`src/rtl/dbg_step_pkg.sv`:
```
package dbg_step_pkg;
   localparam int BYTE_W = 8;
   typedef logic [BYTE_W-1:0] byte_t;
   localparam byte_t STEP_CMD  = 8'h00;
   localparam byte_t ZERO_BYTE = 8'h00;
endpackage

```
`src/rtl/dbg_step_burst.sv`:
```
module dbg_step_burst
   import dbg_step_pkg::*;
#(
   parameter int NCLOCKS = 3
) (
   input  logic clk,
   input  logic rst,
   input  logic go,
   output logic step_en
);
   generate
      if (NCLOCKS == 1) begin : g_single
         // single-step: enable is just the delayed command strobe
         always_ff @(posedge clk) begin
            if (rst) step_en <= 1'b0;
            else     step_en <= go;
         end
      end else begin : g_burst
         localparam int CW = $clog2(NCLOCKS);
         localparam logic [CW-1:0] RELOAD = CW'(NCLOCKS - 1);
         logic [CW-1:0] left_q;
         always_ff @(posedge clk) begin
            if (rst) begin
               left_q  <= '0;
               step_en <= 1'b0;
            end else if (go) begin
               left_q  <= RELOAD;
               step_en <= 1'b1;
            end else if (left_q != '0) begin
               left_q  <= left_q - 1'b1;
               step_en <= 1'b1;
            end else begin
               step_en <= 1'b0;
            end
         end
      end
   endgenerate
endmodule

```
`src/rtl/dbg_probe_mux.sv`:
```
module dbg_probe_mux
   import dbg_step_pkg::*;
#(
   parameter int PROBES = 6
) (
   input  byte_t                     addr,
   input  logic [PROBES*BYTE_W-1:0]  probe_bus,
   output byte_t                     data
);
   logic [PROBES-1:0] hit;
   byte_t             pick [PROBES];

   generate
      for (genvar k = 0; k < PROBES; k++) begin : g_lane
         assign hit[k]  = (addr == byte_t'(k + 1));
         assign pick[k] = hit[k] ? probe_bus[k*BYTE_W +: BYTE_W] : ZERO_BYTE;
      end
   endgenerate

   always_comb begin
      data = ZERO_BYTE;
      for (int k = 0; k < PROBES; k++) data = data | pick[k];
   end
endmodule

```
`src/rtl/dbg_reply_slot.sv`:
```
module dbg_reply_slot
   import dbg_step_pkg::*;
(
   input  logic  clk,
   input  logic  rst,
   input  logic  req,
   input  byte_t req_data,
   input  logic  tx_busy,
   output logic  tx_valid,
   output byte_t tx_byte,
   output logic  overrun
);
   logic blocked;
   logic load;

   assign blocked = tx_valid & tx_busy;
   assign load    = req & ~blocked;

   always_ff @(posedge clk) begin
      if (rst) begin
         tx_valid <= 1'b0;
         tx_byte  <= ZERO_BYTE;
         overrun  <= 1'b0;
      end else begin
         if (load) begin
            tx_valid <= 1'b1;
            tx_byte  <= req_data;
         end else if (tx_valid && !tx_busy) begin
            tx_valid <= 1'b0;
         end
         if (req && blocked) overrun <= 1'b1;
      end
   end
endmodule

```
`src/rtl/dbg_step_ctrl.sv`:
```
module dbg_step_ctrl
   import dbg_step_pkg::*;
#(
   parameter int PROBES  = 6,
   parameter int NCLOCKS = 3
) (
   input  logic                     clk,
   input  logic                     rst,
   input  logic                     rx_valid,
   input  logic [7:0]               rx_byte,
   input  logic                     tx_busy,
   input  logic [PROBES*8-1:0]      probe_bus,
   output logic                     tx_valid,
   output logic [7:0]               tx_byte,
   output logic                     step_en,
   output logic                     overrun
);
   generate
      if (PROBES < 4 || PROBES > 255) begin : g_bad_probes
         $error("dbg_step_ctrl: PROBES must lie in 4..255");
      end
      if (NCLOCKS < 1) begin : g_bad_clocks
         $error("dbg_step_ctrl: NCLOCKS must be at least 1");
      end
   endgenerate

   logic  go_step;
   byte_t lookup;

   assign go_step = rx_valid && (rx_byte == STEP_CMD);

   dbg_step_burst #(.NCLOCKS(NCLOCKS)) u_burst (
      .clk     (clk),
      .rst     (rst),
      .go      (go_step),
      .step_en (step_en)
   );

   dbg_probe_mux #(.PROBES(PROBES)) u_mux (
      .addr      (rx_byte),
      .probe_bus (probe_bus),
      .data      (lookup)
   );

   dbg_reply_slot u_slot (
      .clk      (clk),
      .rst      (rst),
      .req      (rx_valid),
      .req_data (lookup),
      .tx_busy  (tx_busy),
      .tx_valid (tx_valid),
      .tx_byte  (tx_byte),
      .overrun  (overrun)
   );
endmodule

```
`config.mk`:
```
export PLATFORM = sky130hd
export DESIGN_NAME = dbg_step_ctrl
export DESIGN_NICKNAME = d
export VERILOG_FILES = /design/src/rtl/dbg_step_pkg.sv /design/src/rtl/dbg_step_burst.sv /design/src/rtl/dbg_probe_mux.sv /design/src/rtl/dbg_reply_slot.sv /design/src/rtl/dbg_step_ctrl.sv
export SDC_FILE = /design/constraint.sdc
export NUM_CORES = 1
export LEC_CHECK = 0
export BUFFER_PORTS_ARGS = -buffer_cell sky130_fd_sc_hd__buf_4
export CAP_MARGIN = 15
export CORE_UTILIZATION = 42
export DETAILED_ROUTE_END_ITERATION = 6
export GPL_TIMING_DRIVEN = 0
export PLACE_DENSITY = 0.84
export SYNTH_ARGS = -nofsm -noshare
export SYNTH_HDL_FRONTEND = slang
export SYNTH_HIERARCHICAL = 1
export SYNTH_SLANG_ARGS = --single-unit
```
`constraint.sdc`:
```
create_clock -name clk -period 2.75 [get_ports clk]
set_input_delay 0.55 -clock clk [delete_from_list [all_inputs] [get_ports clk]]
set_output_delay 0.55 -clock clk [all_outputs]
set_load 0.05 [all_outputs]
```
==> results.toml, run 1 <==
[status]
status = "finished clean"

[critical_path]
endpoint_kind = "flip-flop"
crit_fanout = 9
slowest_stage = "nor3_4"
path_delay_family = "simple AND/OR/NAND/NOR gates"
arrival_ns = 1.89
required_ns = 2.94
path_buf_inv = 1
regToRegSetupSlack_ns = 1.83
setup.worst_path.class = "in -> reg"
r2r_end = "u_slot/tx_byte[2]"
reg2regPathDepth = 3
r2r-start = "u_slot/tx_valid"
startpoint_type = "input port"
max_stage_delay_ns = 0.31
path_cells = "buf_4 -> nor4b_2 -> nand2_2 -> nor3_4 -> a221o_1 -> nand2b_1 -> mux2i_1"

[logic_synthesis]
yosysTopAreaCellShare_pct = 28.2
netlist_area_um2 = 923
synth_top_family_by_area = "compound AO/OA/AOI/OAI gates"
yosys.area_share.simple_pct = 26.7
synth-seq-area-share_pct = 28.2
synth_fp_nets = 158
synthMuxAreaShare_pct = 8.67
yosys_warnings = 6
ys_types = 24
ys_ff_latch = 13
synth_compound_area_share_pct = 30.1
synthCells = 98
yosys-top-cells-area = "dfxtp_1 28%, a22oi_1 13%, nand2b_1 11%"
synth_edf_count = 0
async_flop_share_pct = 0
synthAdderAreaFrac_pct = 0
synth_common_cells = "16 x a22oi_1, 16 x nand2b_1, 13 x dfxtp_1"
synth_xor_area_share_pct = 0
synth_top_cell_by_area = "dfxtp_1"
ys.flop_type = "dfxtp_1"
avgSynthCellArea_um2 = 9.42

[layout]
fillCellCount = 152
num_antenna_cells = 0
drive_gt1_share_pct = 51.2
final_nets = 233
multi_input_area_um2 = 604
area_growth_pct = 63.4
final_cells = 199
ff_latch_area_um2 = 260

[route]
drtAntennaViolNets = 0
met2_length_mm = 1.36
dr.pass1.iters = 4
first_iter_violations = 14
route.detailed.drc = 0
top_layer_used = "met3"
totalWireLength_mm = 2.59
dr_total_vias = 1068
viasPerCell = 5.37
met3WireLength_um = 204
wl_met1_mm = 1.02
wl_per_cell_um = 13.0

[place]
hpwl_mm = 2.19
portBuffers = 70
place.gp.congestion = 0.747
dp_cells = 195
dp_slack_ns = 0.785

[sta]
slew-limit-headroom_pct = 75.7
setup_viol = 0
drv_slew = 0
fin_skew_ns = 0.00179
timing.hold.ws_ns = 0.476
clock.fmax_mhz = 588
tns_ns = 0
min_period_ns = 1.70
finalHoldViolCount = 0
rsz0062_at_grt = "false"
fin_ws_ns = 1.05
max_slew.worst_pin.slew_ns = 0.361
final.period_utilization_pct = 61.8

[grt]
grt_overflow = 0
grt_pass1_vias = 1037
grt_max_degree = 13
antenna_found_initial = 0
grtUsageTotal_pct = 23.6
grt_pass1_wl_mm = 4.45

[floorplan]
fp.dieH_um = 48.9
die_w_um = 48.9
row_count = 16
dieArea_um2 = 2390
core_area_um2 = 2020
start_util_pct = 45.7
num_io_pins = 71

[power_and_ir_drop]
leakage_nw = 0.658
p_total_uw = 435
peakVddDrop_v = 0.000236
powerDensity_nw_per_um2 = 288

[clock_network]
htree_num_levels = 1
numCtsBuffers = 3
cts_sinks = 13
cts.repair.resized = 0
cts.clk_slew.worst_paths_ns = 0.07
insertion_delay_ns = 0.26
cts_tree = "built"
post_cts_buffers = 0
root_buffer = "clkbuf_4"
cts.path.max_buffers = 2
cts_hold_buf = 0

[job]
maxCapViolCount = 0

[min_path]
hold_end = "u_slot/tx_byte[4]"
hp-class = "reg -> reg"
holdPathStages = 2
holdCritStartpoint = "u_slot/tx_byte[4]"
==> area by class of cell <==
type                       count  share of cell area (%)
multi-input combinational     79                    40.0
timing repair buffer          70                    34.8
sequential                    13                    17.2
buffer                         6                    3.90
tap                           27                    2.24
clock buffer                   4                    1.74
==> cells in the final DEF (no fill, tap or decap), types with 3 or more instances in the layout <==
cell type and count:
a221o_1 8, clkbuf_4 3, nand2b_1 16, o22ai_1 8, nor2_1 5, buf_6 3, a22oi_1 16, dfxtp_1 13
mux2i_1 8, buf_4 70
==> through the flow <==
stage,utilization [%],area [um^2]
after floorplan,-,923
after global placement,73.3,1480
after detailed placement,73.3,1480
after CTS,74.6,1510
after global routing,74.6,1510
final,74.6,1510
==> registers in the layout, summed over array words and instances (netlist names) <==
register / count
u_slot/overrun: 1
u_slot/tx_byte: 8
u_burst/g_burst.left_q: 2
u_slot/tx_valid: 1
u_burst/step_en: 1
==> tightest hold or removal path, delay by kind of cell (launching register included) <==
family	cells	cell delay, ns
simple gates	1	0.06
flops	1	0.31
mux	1	0.06
==> cell families after synthesis <==
kind of cell           Yosys count
flip-flops                      13
buffers and inverters            6
multiplexers                     8
AO/OA/AOI/OAI                   36
AND/OR/NAND/NOR                 35
==> per-layer routing <==
layer / track usage (%) / vias to the layer above
li1: - / 537
met1: 26.5 / 480
met2: 44.4 / 51
met3: 4.98 / 0
met4: 5.88 / 0
met5: 0 / -
==> report_power, final <==
part	total [mW]	internal, mW	leakage, nW	switching, mW
Clock	0.109	0.0560	0.0150	0.0533
Combinational	0.134	0.0830	0.538	0.0510
Sequential	0.192	0.190	0.105	0.00168
Total	0.435	0.329	0.658	0.106
==> worst max path at each step <==
stage	depth (start not counted)	startpoint	to
floorplan	8	rx_byte[0]	u_slot/tx_byte[0]
global placement	9	rx_byte[0]	u_slot/tx_byte[0]
detailed placement	7	rx_byte[4]	u_slot/tx_byte[2]
CTS	7	rx_byte[4]	u_slot/tx_byte[2]
global route	7	rx_byte[4]	u_slot/tx_byte[2]
finish	7	rx_byte[4]	u_slot/tx_byte[1]
(Power assumes the default switching activity.)
==> inputs of run 2 (changes only) <==
ABC_AREA = 1   (was not set)
CORE_UTILIZATION = 43   (was 42)
PLACE_DENSITY = 0.79   (was 0.84)
clock period = 1.7 ns   (was 2.75 ns; I/O delays follow)
==> run 2 against run 1 <==
Clock power up 77%. Via count up 40%. Cell count up 58%. Combinational power up 120%. Worst hold slack worse by 0.21 ns. Critical endpoint is now tx_valid. First-iteration DRC count up 86%.
==> results.toml, run 2 <==
[status]
status = "finished clean"

[sta]
slew-limit-headroom_pct = 84.3
setup_viol = 0
rsz0062_at_grt = "false"
fin_skew_ns = 0.00489
min_period_ns = 1.19
finalHoldViolCount = 0
drv_slew = 0
clock.fmax_mhz = 838
tns_ns = 0
final.period_utilization_pct = 70.2
max_slew.worst_pin.slew_ns = 0.235
timing.hold.ws_ns = 0.262

[critical_path]
path_delay_family = "flip-flops"
startpoint_type = "flip-flop"
endpoint_kind = "primary output"
slowest_stage = "dfxtp_1"
setup.worst_path.class = "reg -> out"
max_stage_delay_ns = 0.36
path_buf_inv = 1
required_ns = 1.36
arrival_ns = 0.85
crit_fanout = 3
path_cells = "buf_4"

[grt]
grt_pass1_wl_mm = 5.28
antenna_found_initial = 0
grt_pass1_vias = 1317
grt_max_degree = 11
grtUsageTotal_pct = 24.7
grt_overflow = 0

[route]
wl_met1_mm = 1.40
drtAntennaViolNets = 0
dr_total_vias = 1495
dr.pass1.iters = 4
route.detailed.drc = 0
met2_length_mm = 1.62
top_layer_used = "met4"
met3WireLength_um = 193
first_iter_violations = 26
wl_per_cell_um = 10.3
totalWireLength_mm = 3.25
viasPerCell = 4.75

[clock_network]
post_cts_buffers = 0
numCtsBuffers = 3
cts_hold_buf = 0
cts.repair.resized = 0
cts.path.max_buffers = 2
htree_num_levels = 1
cts_sinks = 13
insertion_delay_ns = 0.28
cts.clk_slew.worst_paths_ns = 0.07
root_buffer = "clkbuf_4"
cts_tree = "built"

[logic_synthesis]
yosysTopAreaCellShare_pct = 21.8
synth_edf_count = 0
synth_top_cell_by_area = "dfxtp_1"
async_flop_share_pct = 0
ys_ff_latch = 13
yosys_warnings = 6
yosys-top-cells-area = "dfxtp_1 22%, nand3_1 17%, nor2_1 15%"
synthCells = 211
netlist_area_um2 = 1190
yosys.cell_count.top_type = "nor2_1"
synth-seq-area-share_pct = 21.8
ys.flop_type = "dfxtp_1"
ys_types = 15
avgSynthCellArea_um2 = 5.66
synth_fp_nets = 271
synth_common_cells = "48 x nor2_1, 41 x nand3_1, 39 x nand2_1, 33 x inv_1, 13 x dfxtp_1"

[floorplan]
fp.dieH_um = 54.7
dieArea_um2 = 2990
start_util_pct = 46.9
row_count = 18
core_area_um2 = 2540
die_w_um = 54.7
num_io_pins = 71

[layout]
area_growth_pct = 49.4
drive_gt1_share_pct = 33.7
num_antenna_cells = 0
final_nets = 346
final_common_cell = "buf_4"
mostFrequentLayoutCells = "70 x buf_4, 48 x nor2_1, 41 x nand3_1, 39 x nand2_1, 33 x inv_1"
regMostFlops = "u_slot/tx_byte"
post-route-cell-area_um2 = 1780
top_regs = "u_slot/tx_byte x8, u_burst/g_burst.left_q x2"
largest_reg_flops = 8

[power_and_ir_drop]
leakage_nw = 1.04
powerDensity_nw_per_um2 = 456
peakVddDrop_v = 0.000700

[place]
place.gp.congestion = 0.824
portBuffers = 70
placed_area_um2 = 1760
hpwl_mm = 2.62

[job]
maxCapViolCount = 0

[min_path]
hp-class = "in -> reg"
==> run 2: changes by cell type after synthesis, moves of 8 or more <==
| cell | previous run | this run |
|---|---|---|
| a22oi_1 | 16 | 0 |
| nor2_1 | 5 | 48 |
| a21oi_1 | 2 | 12 |
| mux2i_1 | 8 | 0 |
| o22ai_1 | 8 | 0 |
| nand3_1 | 0 | 41 |
| nand2_1 | 1 | 39 |
| nand2b_1 | 16 | 0 |
| a221o_1 | 8 | 0 |
| inv_1 | 0 | 33 |
==> run 2: report_power, final <==
part / internal, mW / switching [mW] / leakage [nW]
clock: 0.0912 / 0.102 / 0.0150
combinational: 0.144 / 0.149 / 0.919
sequential: 0.319 / 0.00731 / 0.107
total: 0.554 / 0.259 / 1.04
==> run 2: path summary, 6_finish.rpt <==
check / start / end / slack (ns) / depth (start not counted)
setup / recovery: u_slot/tx_valid / tx_valid / 0.51 / 1
hold / removal: rst / u_slot/tx_valid / 0.26 / 2
setup reg to reg: u_slot/tx_valid / u_slot/tx_byte[7] / 0.75 / 4
hold reg to reg: u_burst/g_burst.left_q[1] / u_burst/g_burst.left_q[0] / 0.46 / 2
==> run 2: metrics by stage <==
step / util [%] / cells / setup WS (ns) / total power, mW
3_5_place_dp: 69.0 / 311 / 0.246 / 0.628
3_3_place_gp: 69.0 / 311 / 0.260 / 0.625
4_1_cts: 70.1 / 315 / 0.490 / 0.819
2_1_floorplan: - / 211 / 0.415 / 0.480
5_1_grt: 70.1 / 315 / 0.376 / 0.865
6_report: 70.1 / 315 / 0.506 / 0.813
==> run 2: cells by family (layout without fill, tap and decap cells) <==
| group | count (synthesis) | count (layout) | share of synthesized area (%) |
|---|---|---|---|
| compound gates | 12 | 12 | 5.03 |
| buf+inv | 44 | 118 | 17.6 |
| flops | 13 | 13 | 21.8 |
| simple gates | 142 | 142 | 55.6 |
==> run 2: final cells by class <==
type / count / area (um^2)
Timing Repair Buffer: 70 / 526
Fill cell: 251 / 762
Inverter: 38 / 143
Clock buffer: 4 / 26.3
Multi-Input combinational cell: 154 / 723
Tap cell: 30 / 37.5
Buffer: 6 / 67.6
Sequential cell: 13 / 260
==> run 2: layer usage <==
metal  vias up  track usage (%)
met4         0             5.13
met5         -                0
met2        46             44.2
li1        795                -
met3         4             6.11
met1       650             29.1
==> inputs of run 3 (changes only) <==
CORE_UTILIZATION = 39   (was 43)
PLACE_DENSITY = 0.76   (was 0.79)
clock period = 1.05 ns   (was 1.7 ns; I/O delays follow)
==> run 3 against run 2 <==
The run now ends with design-rule violations, negative setup slack left. Largest cell class unchanged. Critical path type is now in -> reg. Critical endpoint is now u_slot/tx_byte[4]. Highest routed layer unchanged. Sequential power is 63% higher. Die area grew 9.9%. Cell area grew 11%.
==> results.toml, run 3 (synthesized netlist as in run 2, its figures left out) <==
[status]
status = "finished with violations"
violations = "design-rule violations, negative setup slack"

[place]
hpwl_mm = 2.55
place.gp.congestion = 0.810
portBuffers = 70
dp_slack_ns = -0.319

[critical_path]
endpoint_kind = "flip-flop"
path_buf_inv = 4
regToRegSetupSlack_ns = 0.12
r2r-start = "u_slot/tx_valid"
required_ns = 1.27
critical_path.most_common_cell = "nand2_1"
crit_fanout = 5
max_stage_delay_ns = 0.17
arrival_ns = 1.29
r2r_end = "u_slot/tx_byte[6]"
reg2regPathDepth = 5
startpoint_type = "input port"
setup.worst_path.class = "in -> reg"
slowest_stage = "nor2_8"
path_delay_family = "simple AND/OR/NAND/NOR gates"
path_cells = "buf_4 -> inv_8 -> nand2_8 -> nor2_8 -> buf_6 -> nand3_2 -> nand2_2 -> nor2_2 -> nand2_1 -> inv_1 -> nand3_1 -> nand2_1 -> nor2_1"

[layout]
fillCellCount = 255
largest_reg_flops = 8
top_regs = "u_slot/tx_byte x8, u_burst/g_burst.left_q x2"
drive_gt1_share_pct = 41.5
mostFrequentLayoutCells = "63 x buf_4, 42 x nor2_1, 36 x nand2_1, 34 x nand3_1, 31 x inv_1"
area_growth_pct = 66.5
regMostFlops = "u_slot/tx_byte"
final_common_cell = "buf_4"
ff_latch_area_um2 = 265
multi_input_area_um2 = 831
final_nets = 350
num_antenna_cells = 0

[sta]
setup_viol = 1
min_period_ns = 1.07
max_slew.worst_pin.slew_ns = 0.239
tns_ns = -0.0158
slew-limit-headroom_pct = 84.0
drv_slew = 0
clock.fmax_mhz = 938
finalHoldViolCount = 0
rsz0062_at_grt = "true"
fin_skew_ns = 0.00363
fin_ws_ns = -0.0158
final.period_utilization_pct = 102

[floorplan]
die_w_um = 57.3
row_count = 19
start_util_pct = 42.2
core_area_um2 = 2830
num_io_pins = 71
dieArea_um2 = 3290
fp.dieH_um = 57.3

[grt]
grt_pass1_vias = 1314
grt_pass1_wl_mm = 5.65
grt_overflow = 0
antenna_found_initial = 0
grtUsageTotal_pct = 21.9
grt_max_degree = 11

[power_and_ir_drop]
powerDensity_nw_per_um2 = 695
leakage_nw = 1.11
power_frac_seq_pct = 38.5
power.internal_uw = 927
peakVddDrop_v = 0.000749
combPwrFrac_pct = 39.0
p_total_mw = 1.38
p_sw_share_pct = 32.9
switchingPower_uw = 454
power_frac_clock_pct = 22.6

[route]
dr_total_vias = 1522
route.detailed.drc = 5
totalWireLength_mm = 3.42
viasPerCell = 4.76
wl_per_cell_um = 10.7
drtAntennaViolNets = 0
first_iter_violations = 78
dr.pass1.iters = 7

[clock_network]
cts_sinks = 13
cts_hold_buf = 0
root_buffer = "clkbuf_4"
htree_num_levels = 1
numCtsBuffers = 3
cts.path.max_buffers = 2
cts_tree = "built"
cts.clk_slew.worst_paths_ns = 0.08
insertion_delay_ns = 0.28

[job]
maxCapViolCount = 0

[min_path]
holdPathStages = 2
hp-class = "in -> reg"
hold_end = "u_slot/tx_valid"
holdCritStartpoint = "rst"
==> run 3: worst max path at each step <==
stage	start	end	slack, ns	cells past startpoint
floorplan	rx_byte[7]	u_slot/tx_byte[0]	-0.02	12
global placement	rx_byte[7]	u_slot/tx_byte[5]	-0.31	13
detailed placement	rx_byte[7]	u_slot/tx_byte[4]	-0.32	13
CTS	u_slot/tx_valid	tx_valid	0.007	1
global route	rx_byte[6]	u_slot/tx_byte[5]	-0.1	13
finish	rx_byte[6]	u_slot/tx_byte[4]	-0.02	13
==> run 3: worst reg2reg max path, stage by stage (launching register included) <==
cell	delay, ns
dfxtp_4	0.36
nand2_2	0.13
buf_6	0.16
nand3_2	0.07
nand2_1	0.06
nor2_1	0.04
==> run 3: per-layer routing <==
metal | global-route usage [%] | vias to the layer above | share of wire [%]
met2 | 36.1 | 56 | 47
met3 | 5.67 | 6 | 8.9
met5 | 0 | - | 0
met4 | 6.27 | 0 | 1.4
li1 | - | 804 | -
met1 | 28.1 | 656 | 43
==> run 3: what timing repair did <==
action | 4_1_cts | 5_1_grt
resized for setup | 2 | 28
cloned | 3 | 0
buffers inserted | 0 | 1
setup endpoints to repair | 5 | 16
pin swaps | 1 | 12
==> run 3: cell type report <==
class / instances / share of cell area [%]
Multi-Input combinational cell: 155 / 41.8
Timing Repair Buffer: 73 / 29.5
Sequential cell: 13 / 13.4
Inverter: 38 / 8.50
Buffer: 6 / 3.59
Tap cell: 31 / 1.95
Clock buffer: 4 / 1.32
==> run 3: per-stage QoR <==
step,util (%),instances,instance area (um^2),hold WS (ns)
3_5_place_dp,64.6,312,1830,0.409
5_1_grt,70.2,320,1990,0.119
3_3_place_gp,64.6,312,1830,0.407
6_report,70.2,320,1990,0.125
4_1_cts,66.4,319,1880,0.111
2_1_floorplan,-,211,1260,0.269
==> run 3: power by group through the flow <==
stage | Combinational, mW | Sequential [mW] | Clock (mW)
finish | 0.539 | 0.531 | 0.311
global route | 0.580 | 0.534 | 0.340
CTS | 0.510 | 0.528 | 0.323
detailed placement | 0.500 | 0.539 | 0
global placement | 0.498 | 0.539 | 0
floorplan | 0.172 | 0.619 | 0
